File: config.mk
export PLATFORM = sky130hd
export DESIGN_NAME = irq_latch
export DESIGN_NICKNAME = d
export VERILOG_FILES = /design/src/rtl/irq_latch_pkg.sv /design/src/rtl/irq_edge_sync.sv /design/src/rtl/irq_pin_flag.sv /design/src/rtl/irq_rx_flag.sv /design/src/rtl/irq_vec_unit.sv /design/src/rtl/irq_latch.sv
export SDC_FILE = /design/constraint.sdc
export NUM_CORES = 1
export LEC_CHECK = 0
export ABC_AREA = 1
export BUFFER_PORTS_ARGS = -buffer_cell sky130_fd_sc_hd__buf_2
export CELL_PAD_IN_SITES_DETAIL_PLACEMENT = 0
export CELL_PAD_IN_SITES_GLOBAL_PLACEMENT = 2
export CORE_MARGIN = 2
export CORE_UTILIZATION = 21
export CTS_CLUSTER_DIAMETER = 80
export DETAILED_ROUTE_END_ITERATION = 16
export GPL_TIMING_DRIVEN = 0
export PLACE_DENSITY = 0.72
export SYNTH_ARGS = -nofsm -noshare
export SYNTH_HDL_FRONTEND = slang
export SYNTH_SLANG_ARGS = --single-unit
export TNS_END_PERCENT = 1
File: constraint.sdc
create_clock -name clk -period 0.9 [get_ports clk]
set_input_delay 0.09 -clock clk [delete_from_list [all_inputs] [get_ports clk]]
set_output_delay 0.09 -clock clk [all_outputs]
set_load 0.01 [all_outputs]
File: src/rtl/irq_latch_pkg.sv
package irq_latch_pkg;

    // Source recorded at acknowledge time
    typedef enum logic [1:0] {
        SRC_NONE = 2'd0,
        SRC_PIN  = 2'd1,
        SRC_RX   = 2'd2
    } irq_src_e;

endpackage

File: src/rtl/irq_edge_sync.sv
// Synchronizer chain plus previous-value register; yields level and rise.
module irq_edge_sync #(
    parameter int STAGES = 2
) (
    input  logic clk,
    input  logic rst_n,
    input  logic async_in,
    output logic lvl,
    output logic rise
);
    localparam int LAST = STAGES - 1;

    typedef struct packed {
        logic [STAGES-1:0] chain;
        logic              prev;
    } sync_state_t;

    sync_state_t st_q, st_d;

    always_comb begin
        st_d       = st_q;
        st_d.chain = {st_q.chain[STAGES-2:0], async_in};
        st_d.prev  = st_q.chain[LAST];
    end

    always_ff @(posedge clk) begin
        if (!rst_n) begin
            st_q <= '0;
        end else begin
            st_q <= st_d;
        end
    end

    assign lvl  = st_q.chain[LAST];
    assign rise = st_q.chain[LAST] & ~st_q.prev;

endmodule

File: src/rtl/irq_pin_flag.sv
// Pin request flag with mode bit and mode-switch side effects.
module irq_pin_flag (
    input  logic clk,
    input  logic rst_n,
    input  logic lvl,
    input  logic rise,
    input  logic mode_we,
    input  logic mode_wdata,
    input  logic clr_hit,
    input  logic vec_clr,
    output logic flag,
    output logic mode
);
    typedef struct packed {
        logic flag;
        logic mode;
    } pin_state_t;

    pin_state_t st_q, st_d;
    logic       set_req;
    logic       clr_req;
    logic       to_level;

    always_comb begin
        st_d     = st_q;
        to_level = mode_we & mode_wdata & ~st_q.mode;
        set_req  = st_q.mode ? lvl : rise;
        clr_req  = clr_hit | (vec_clr & ~st_q.mode) | to_level;
        if (set_req) begin
            st_d.flag = 1'b1;
        end else if (clr_req) begin
            st_d.flag = 1'b0;
        end
        if (mode_we) begin
            st_d.mode = mode_wdata;
        end
    end

    always_ff @(posedge clk) begin
        if (!rst_n) begin
            st_q <= '0;
        end else begin
            st_q <= st_d;
        end
    end

    assign flag = st_q.flag;
    assign mode = st_q.mode;

endmodule

File: src/rtl/irq_rx_flag.sv
// Receiver request flag: set on ready rise, cleared only by buffer read.
module irq_rx_flag (
    input  logic clk,
    input  logic rst_n,
    input  logic ready,
    input  logic buf_rd,
    input  logic mode_we,
    input  logic mode_wdata,
    output logic flag,
    output logic mode
);
    typedef struct packed {
        logic flag;
        logic mode;
        logic prev;
    } rx_state_t;

    rx_state_t st_q, st_d;
    logic      set_req;

    always_comb begin
        st_d      = st_q;
        st_d.prev = ready;
        set_req   = st_q.mode ? ready : (ready & ~st_q.prev);
        if (set_req) begin
            st_d.flag = 1'b1;
        end else if (buf_rd) begin
            st_d.flag = 1'b0;
        end
        if (mode_we) begin
            st_d.mode = mode_wdata;
        end
    end

    always_ff @(posedge clk) begin
        if (!rst_n) begin
            st_q <= '0;
        end else begin
            st_q <= st_d;
        end
    end

    assign flag = st_q.flag;
    assign mode = st_q.mode;

endmodule

File: src/rtl/irq_vec_unit.sv
// Records the acknowledged source and answers the vector read.
module irq_vec_unit
    import irq_latch_pkg::*;
#(
    parameter int               VEC_W   = 16,
    parameter logic [VEC_W-1:0] PIN_VEC = 'h28,
    parameter logic [VEC_W-1:0] RX_VEC  = 'h50,
    parameter logic [VEC_W-1:0] DEF_VEC = 'h04
) (
    input  logic             clk,
    input  logic             rst_n,
    input  logic             ack,
    input  logic             vec_rd,
    input  logic             req_pin,
    input  logic             req_rx,
    output logic             pin_vec_clr,
    output logic [VEC_W-1:0] vec,
    output logic             vec_valid
);
    typedef struct packed {
        irq_src_e         acc;
        logic [VEC_W-1:0] vec;
        logic             valid;
    } vec_state_t;

    vec_state_t st_q, st_d;

    always_comb begin
        st_d        = st_q;
        st_d.valid  = 1'b0;
        pin_vec_clr = 1'b0;
        if (ack) begin
            if (req_pin) begin
                st_d.acc = SRC_PIN;
            end else if (req_rx) begin
                st_d.acc = SRC_RX;
            end else begin
                st_d.acc = SRC_NONE;
            end
        end
        if (vec_rd) begin
            st_d.valid = 1'b1;
            st_d.acc   = SRC_NONE;
            if (st_q.acc == SRC_PIN && req_pin) begin
                st_d.vec    = PIN_VEC;
                pin_vec_clr = 1'b1;
            end else if (st_q.acc == SRC_RX && req_rx) begin
                st_d.vec = RX_VEC;
            end else begin
                st_d.vec = DEF_VEC;
            end
        end
    end

    always_ff @(posedge clk) begin
        if (!rst_n) begin
            st_q <= '{acc: SRC_NONE, vec: '0, valid: 1'b0};
        end else begin
            st_q <= st_d;
        end
    end

    assign vec       = st_q.vec;
    assign vec_valid = st_q.valid;

endmodule

File: src/rtl/irq_latch.sv
// Top: two interrupt sources with edge/level selection and vector fallback.
module irq_latch #(
    parameter int               SYNC_STAGES  = 2,
    parameter int               CLR_W        = 8,
    parameter logic [CLR_W-1:0] PIN_CLR_CODE = 'h0A,
    parameter int               VEC_W        = 16,
    parameter logic [VEC_W-1:0] PIN_VEC      = 'h28,
    parameter logic [VEC_W-1:0] RX_VEC       = 'h50,
    parameter logic [VEC_W-1:0] DEF_VEC      = 'h04
) (
    input  logic             clk,
    input  logic             rst_n,
    input  logic             pin_in,
    input  logic             rx_ready,
    input  logic             rx_buf_rd,
    input  logic             cfg_we,
    input  logic [1:0]       cfg_data,
    input  logic             clr_we,
    input  logic [CLR_W-1:0] clr_data,
    input  logic             ack,
    input  logic             vec_rd,
    output logic             irq_pin,
    output logic             irq_rx,
    output logic             irq_any,
    output logic [VEC_W-1:0] vec_out,
    output logic             vec_valid
);
    logic pin_lvl;
    logic pin_rise;
    logic pin_flag;
    logic pin_mode;
    logic rx_flag;
    logic rx_mode;
    logic clr_hit;
    logic pin_vec_clr;

    assign clr_hit = clr_we && (clr_data == PIN_CLR_CODE);

    irq_edge_sync #(
        .STAGES (SYNC_STAGES)
    ) u_sync (
        .clk      (clk),
        .rst_n    (rst_n),
        .async_in (pin_in),
        .lvl      (pin_lvl),
        .rise     (pin_rise)
    );

    irq_pin_flag u_pin (
        .clk        (clk),
        .rst_n      (rst_n),
        .lvl        (pin_lvl),
        .rise       (pin_rise),
        .mode_we    (cfg_we),
        .mode_wdata (cfg_data[0]),
        .clr_hit    (clr_hit),
        .vec_clr    (pin_vec_clr),
        .flag       (pin_flag),
        .mode       (pin_mode)
    );

    irq_rx_flag u_rx (
        .clk        (clk),
        .rst_n      (rst_n),
        .ready      (rx_ready),
        .buf_rd     (rx_buf_rd),
        .mode_we    (cfg_we),
        .mode_wdata (cfg_data[1]),
        .flag       (rx_flag),
        .mode       (rx_mode)
    );

    // Level mode bypasses the stored flag
    assign irq_pin = pin_mode ? pin_lvl  : pin_flag;
    assign irq_rx  = rx_mode  ? rx_ready : rx_flag;
    assign irq_any = irq_pin | irq_rx;

    irq_vec_unit #(
        .VEC_W   (VEC_W),
        .PIN_VEC (PIN_VEC),
        .RX_VEC  (RX_VEC),
        .DEF_VEC (DEF_VEC)
    ) u_vec (
        .clk         (clk),
        .rst_n       (rst_n),
        .ack         (ack),
        .vec_rd      (vec_rd),
        .req_pin     (irq_pin),
        .req_rx      (irq_rx),
        .pin_vec_clr (pin_vec_clr),
        .vec         (vec_out),
        .vec_valid   (vec_valid)
    );

endmodule

Yosys cells after proc, flatten, opt, wreduce, memory -nomap -nowiden. Index checks and enable logic that the tools add are counted.

Equality and inequality tests: 3. Mux-type cells: 15. Bitwise operators: 12. Reductions and logical operators: 6.

Operators with widths (count): $mux 7 (2); $mux 1 (11); $eq 8x4->1 const B (1); $and 1x1->1 (5); $mux 2 (2); $not 1->1 (4); $reduce_bool 2->1 (2); $logic_and 1x1->1 (3); $or 1x1->1 (3); $eq 2x1->1 const B (1); $eq 2x2->1 const B (1); $reduce_or 2->1 (1).

Flip-flop bits (word level): 27. Output and inout port bits: 20.

Logic depth before layout (Yosys ltp).
Word-level depth: 9. Mapped depth: 7. Gate-level depth less buffers: 7.

Modules after synthesis. Synthesis repeated with hierarchy kept, for this count alone.

Cells, all modules: 106. Area total of the unflattened synthesis: 752.0 µm².

Modules (own cells, without submodules): irq_vec_unit (times used 1, cells each 47, area each 367.9 µm², seq. area each 120.1 µm²); irq_rx_flag (times used 1, cells each 15, area each 113.9 µm², seq. area each 60.1 µm²); irq_pin_flag (times used 1, cells each 17, area each 110.1 µm², seq. area each 40.0 µm²); irq_edge_sync (times used 1, cells each 11, area each 92.6 µm², seq. area each 60.1 µm²); irq_latch (times used 1, cells each 16, area each 67.6 µm², seq. area each 0.0 µm²).

Worst setup path before layout. Ideal clock, no wire load.

Path type: register to register. From: register u_rx.st_q, in the netlist u_rx.mode. To: register u_vec.st_q, in the netlist u_vec.vec[2]. Data arrival time: 0.732 ns. Path slack: 0.055 ns. Cell stages (with the launch flop): 7. Period minus slack after synthesis: 0.845 ns. Cells stage by stage: dfxtp_1 > inv_1 > nand2_1 > nand2_2 > nand3_1 > nand3_1 > nand2_1.

Word-level cells in the longest chain between the ends: 4.

Ends and longest elaborated chain: from (decl) (line irq_rx_flag.sv:18) `rx_state_t st_q, st_d;`; from (signal assigned) (line irq_rx_flag.sv:39) `st_q <= st_d;`; $mux 1 (line irq_latch.sv:75) `assign irq_rx = rx_mode ? rx_ready : rx_flag;`; named net irq_rx (line irq_latch.sv:23) `output logic irq_rx,`; $logic_and 1x1->1 (line irq_vec_unit.sv:47) `end else if (st_q.acc == SRC_RX && req_rx) begin`; $mux 7 (line irq_vec_unit.sv:47); $mux 7 (line irq_vec_unit.sv:44) `if (st_q.acc == SRC_PIN && req_pin) begin`; to (signal assigned) (line irq_vec_unit.sv:57) `st_q <= '{acc: SRC_NONE, vec: '0, valid: 1'b0};`; to (signal assigned) (line irq_vec_unit.sv:59) `st_q <= st_d;`; to (decl) (line irq_vec_unit.sv:26) `vec_state_t st_q, st_d;`.

The timed path passes the listed nets, and every way through them passes these cells. A chain may end at the register's enable or synchronous reset.

Worst setup path in the final report.
From: register u_pin.st_q, in the netlist u_pin.mode. To: output irq_any.

Word-level cells in the longest chain between the ends: 2.

Ends and longest elaborated chain: from (decl) (line irq_pin_flag.sv:19) `pin_state_t st_q, st_d;`; from (signal assigned) (line irq_pin_flag.sv:43) `st_q <= st_d;`; $mux 1 (line irq_latch.sv:74) `assign irq_pin = pin_mode ? pin_lvl : pin_flag;`; $or 1x1->1 (line irq_latch.sv:76) `assign irq_any = irq_pin | irq_rx;`; to (decl) (line irq_latch.sv:24) `output logic irq_any,`.

Every way passes these cells.

==> metrics.yaml <==
finalPower_mw: 1.28
maxCapViolCount: 0
post-dp-hpwl_um: 1170
finalClockSkew_ns: 0.00717
cp_slowest_cell: "dfxtp_2"
start_util: 0.218
multi_input_area_um2: 285
period_minus_slack_ns: 1.11
fmax_mhz: 899
rsz0062_at_grt: "yes"
grt_pass1_wl_um: 2650
postSynthAreaPerCell_um2: 7.20
arrival_ns: 1.02
layout_common_cells: "buf_2, nand2_1, buf_4"
antennaDiodeCount: 0
grt_max_degree: 10
drt-pass1-iter-count: 4
gp_congestion: 0.749
portBuffers: 26
die_h_um: 62.8
clkTransAtPathRegs_ns: 0.08
ys_ff_latch: 14
crit_path_max_incr_delay_ns: 0.35
hold_viol_final: 0
setup_slack_ns: -0.213
via_count: 656
syn2layout_area_growth_pct: 44.1
synthCells: 101
first_iter_violations: 20
yosysSeqAreaShare: 0.386
r2r_cells: 9
htreeDepth: 1
seq_area_um2: 287
syn_area_um2: 727
rrSetupSlack_ns: -0.11
final_util: 0.314
p_leak_nw: 0.611
ir_drop_uv: 290
largest_reg_flops: 3
die_area_um2: 3950
violations: "setup timing"
start_kind: "flop"
critPathMaxFanout: 3
root_buffer: "clkbuf_4"
worstPathCellList: "inv_2 -> nand2_2 -> nand2_2 -> inv_2 -> nand3_2 -> buf_6"
crit_type: "reg -> out"
gr-total-overflow: 0
die_w_um: 62.8
pin_count: 39
drv_slew: 0
wire_per_inst_um: 7.37
cts.sinks: 14
required_ns: 0.81
vias_per_cell: 3.43
grt_pass1_vias: 698
hold_path_depth: 3
powerDensity_nw_per_um2: 1230
layout_commonest_cell: "buf_2"
synthDistinctLibCells: 19
antenna_found_initial: 0
rows: 21
tritoncts: "done"
core_area_um2: 3340
fin_crit_sh: 1.24
setup_viol_count_final: 11
crit_path_end_kind: "output port"
drc: 0
clockBufferDepth: 2
postRouteAntennaNets: 0
numCtsBuffers: 3
final_nets: 166
drive_gt1_frac: 0.476
yosysWarnings: 0
outcome: "finished with violations"
hp-class: "in -> reg"
num-fill-cells: 390
wirelength_um: 1410
clk-insertion-delay-late_ns: 0.27
grt_util_all_layers: 0.0829
[logic make-up (layout without fill, tap and decap cells)]
group,after synthesis,in the layout,synth area share
flops,14,14,0.386
buf+inv,37,71,0.287
compound gates,10,10,0.0878
simple gates,39,39,0.234
other cells,1,11,0.00516
[layer usage]
metal  wire length, um  GRT usage
met2               697      0.149
met4                23     0.0417
met1               628     0.0923
met5                 0          0
met3                57     0.0162
[Yosys cell counts (all sizes together)]
cell | count | area share
nand2 | 28 | 0.15
nand3 | 7 | 0.048
inv | 20 | 0.11
nor2 | 4 | 0.031
a21oi | 4 | 0.033
conb | 1 | 0.0052
dfxtp | 14 | 0.39
a31o | 1 | 0.012
buf | 17 | 0.18
o211ai | 1 | 0.010
o21ai | 4 | 0.033
[metrics by stage]
stage	setup WS [ns]	instances	TNS (ns)	hold WS, ns	area (um^2)
3_5_place_dp	-0.0124	183	-0.0124	0.281	952
4_1_cts	-0.243	189	-0.909	0.0253	1020
2_1_floorplan	0.0550	111	0	0.172	764
3_3_place_gp	-0.00605	183	-0.00605	0.277	952
5_1_grt	-0.280	191	-1.52	0.0492	1050
6_report	-0.213	191	-0.808	0.0331	1050
[worst max-delay path, delay by kind of cell (launching register included)]
family                 cells  cell delay, ns
AND/OR/NAND/NOR            3            0.18
buffers and inverters      3            0.23
flip-flops                 1            0.35
[what timing repair did]
| item | 4_1_cts | 5_1_grt |
|---|---|---|
| pin swaps | 1 | 1 |
| buffers inserted | 2 | 2 |
| gates resized for setup | 9 | 3 |
| setup endpoints to repair | 10 | 13 |
| hold endpoints to repair | 1 | 0 |
| hold buffers | 1 | 0 |
[worst paths after layout]
path / start / to
hold reg to reg: u_sync.st_d[2]$_SDFF_PN0_ / u_sync.lvl$_SDFF_PN0_
setup / recovery: u_pin.mode$_SDFFE_PN0P_ / irq_any
hold / removal: rx_ready / u_rx.st_q[0]$_SDFF_PN0_
setup reg to reg: u_pin.mode$_SDFFE_PN0P_ / u_vec.st_q[17]$_SDFFE_PP0P_
[final cells by class]
class / count / share of cell area
multi-input combinational: 60 / 0.272
buffer: 17 / 0.125
inverter: 20 / 0.0741
tap: 46 / 0.0550
sequential: 14 / 0.274
clock buffer: 3 / 0.0215
timing repair buffer: 31 / 0.178
[where the power goes]
part           leakage [nW]  switching (mW)  internal (mW)
clock                0.0138           0.182          0.154
sequential            0.117          0.0163          0.650
combinational         0.480           0.133          0.147
Power figures use the tool's default switching activity.
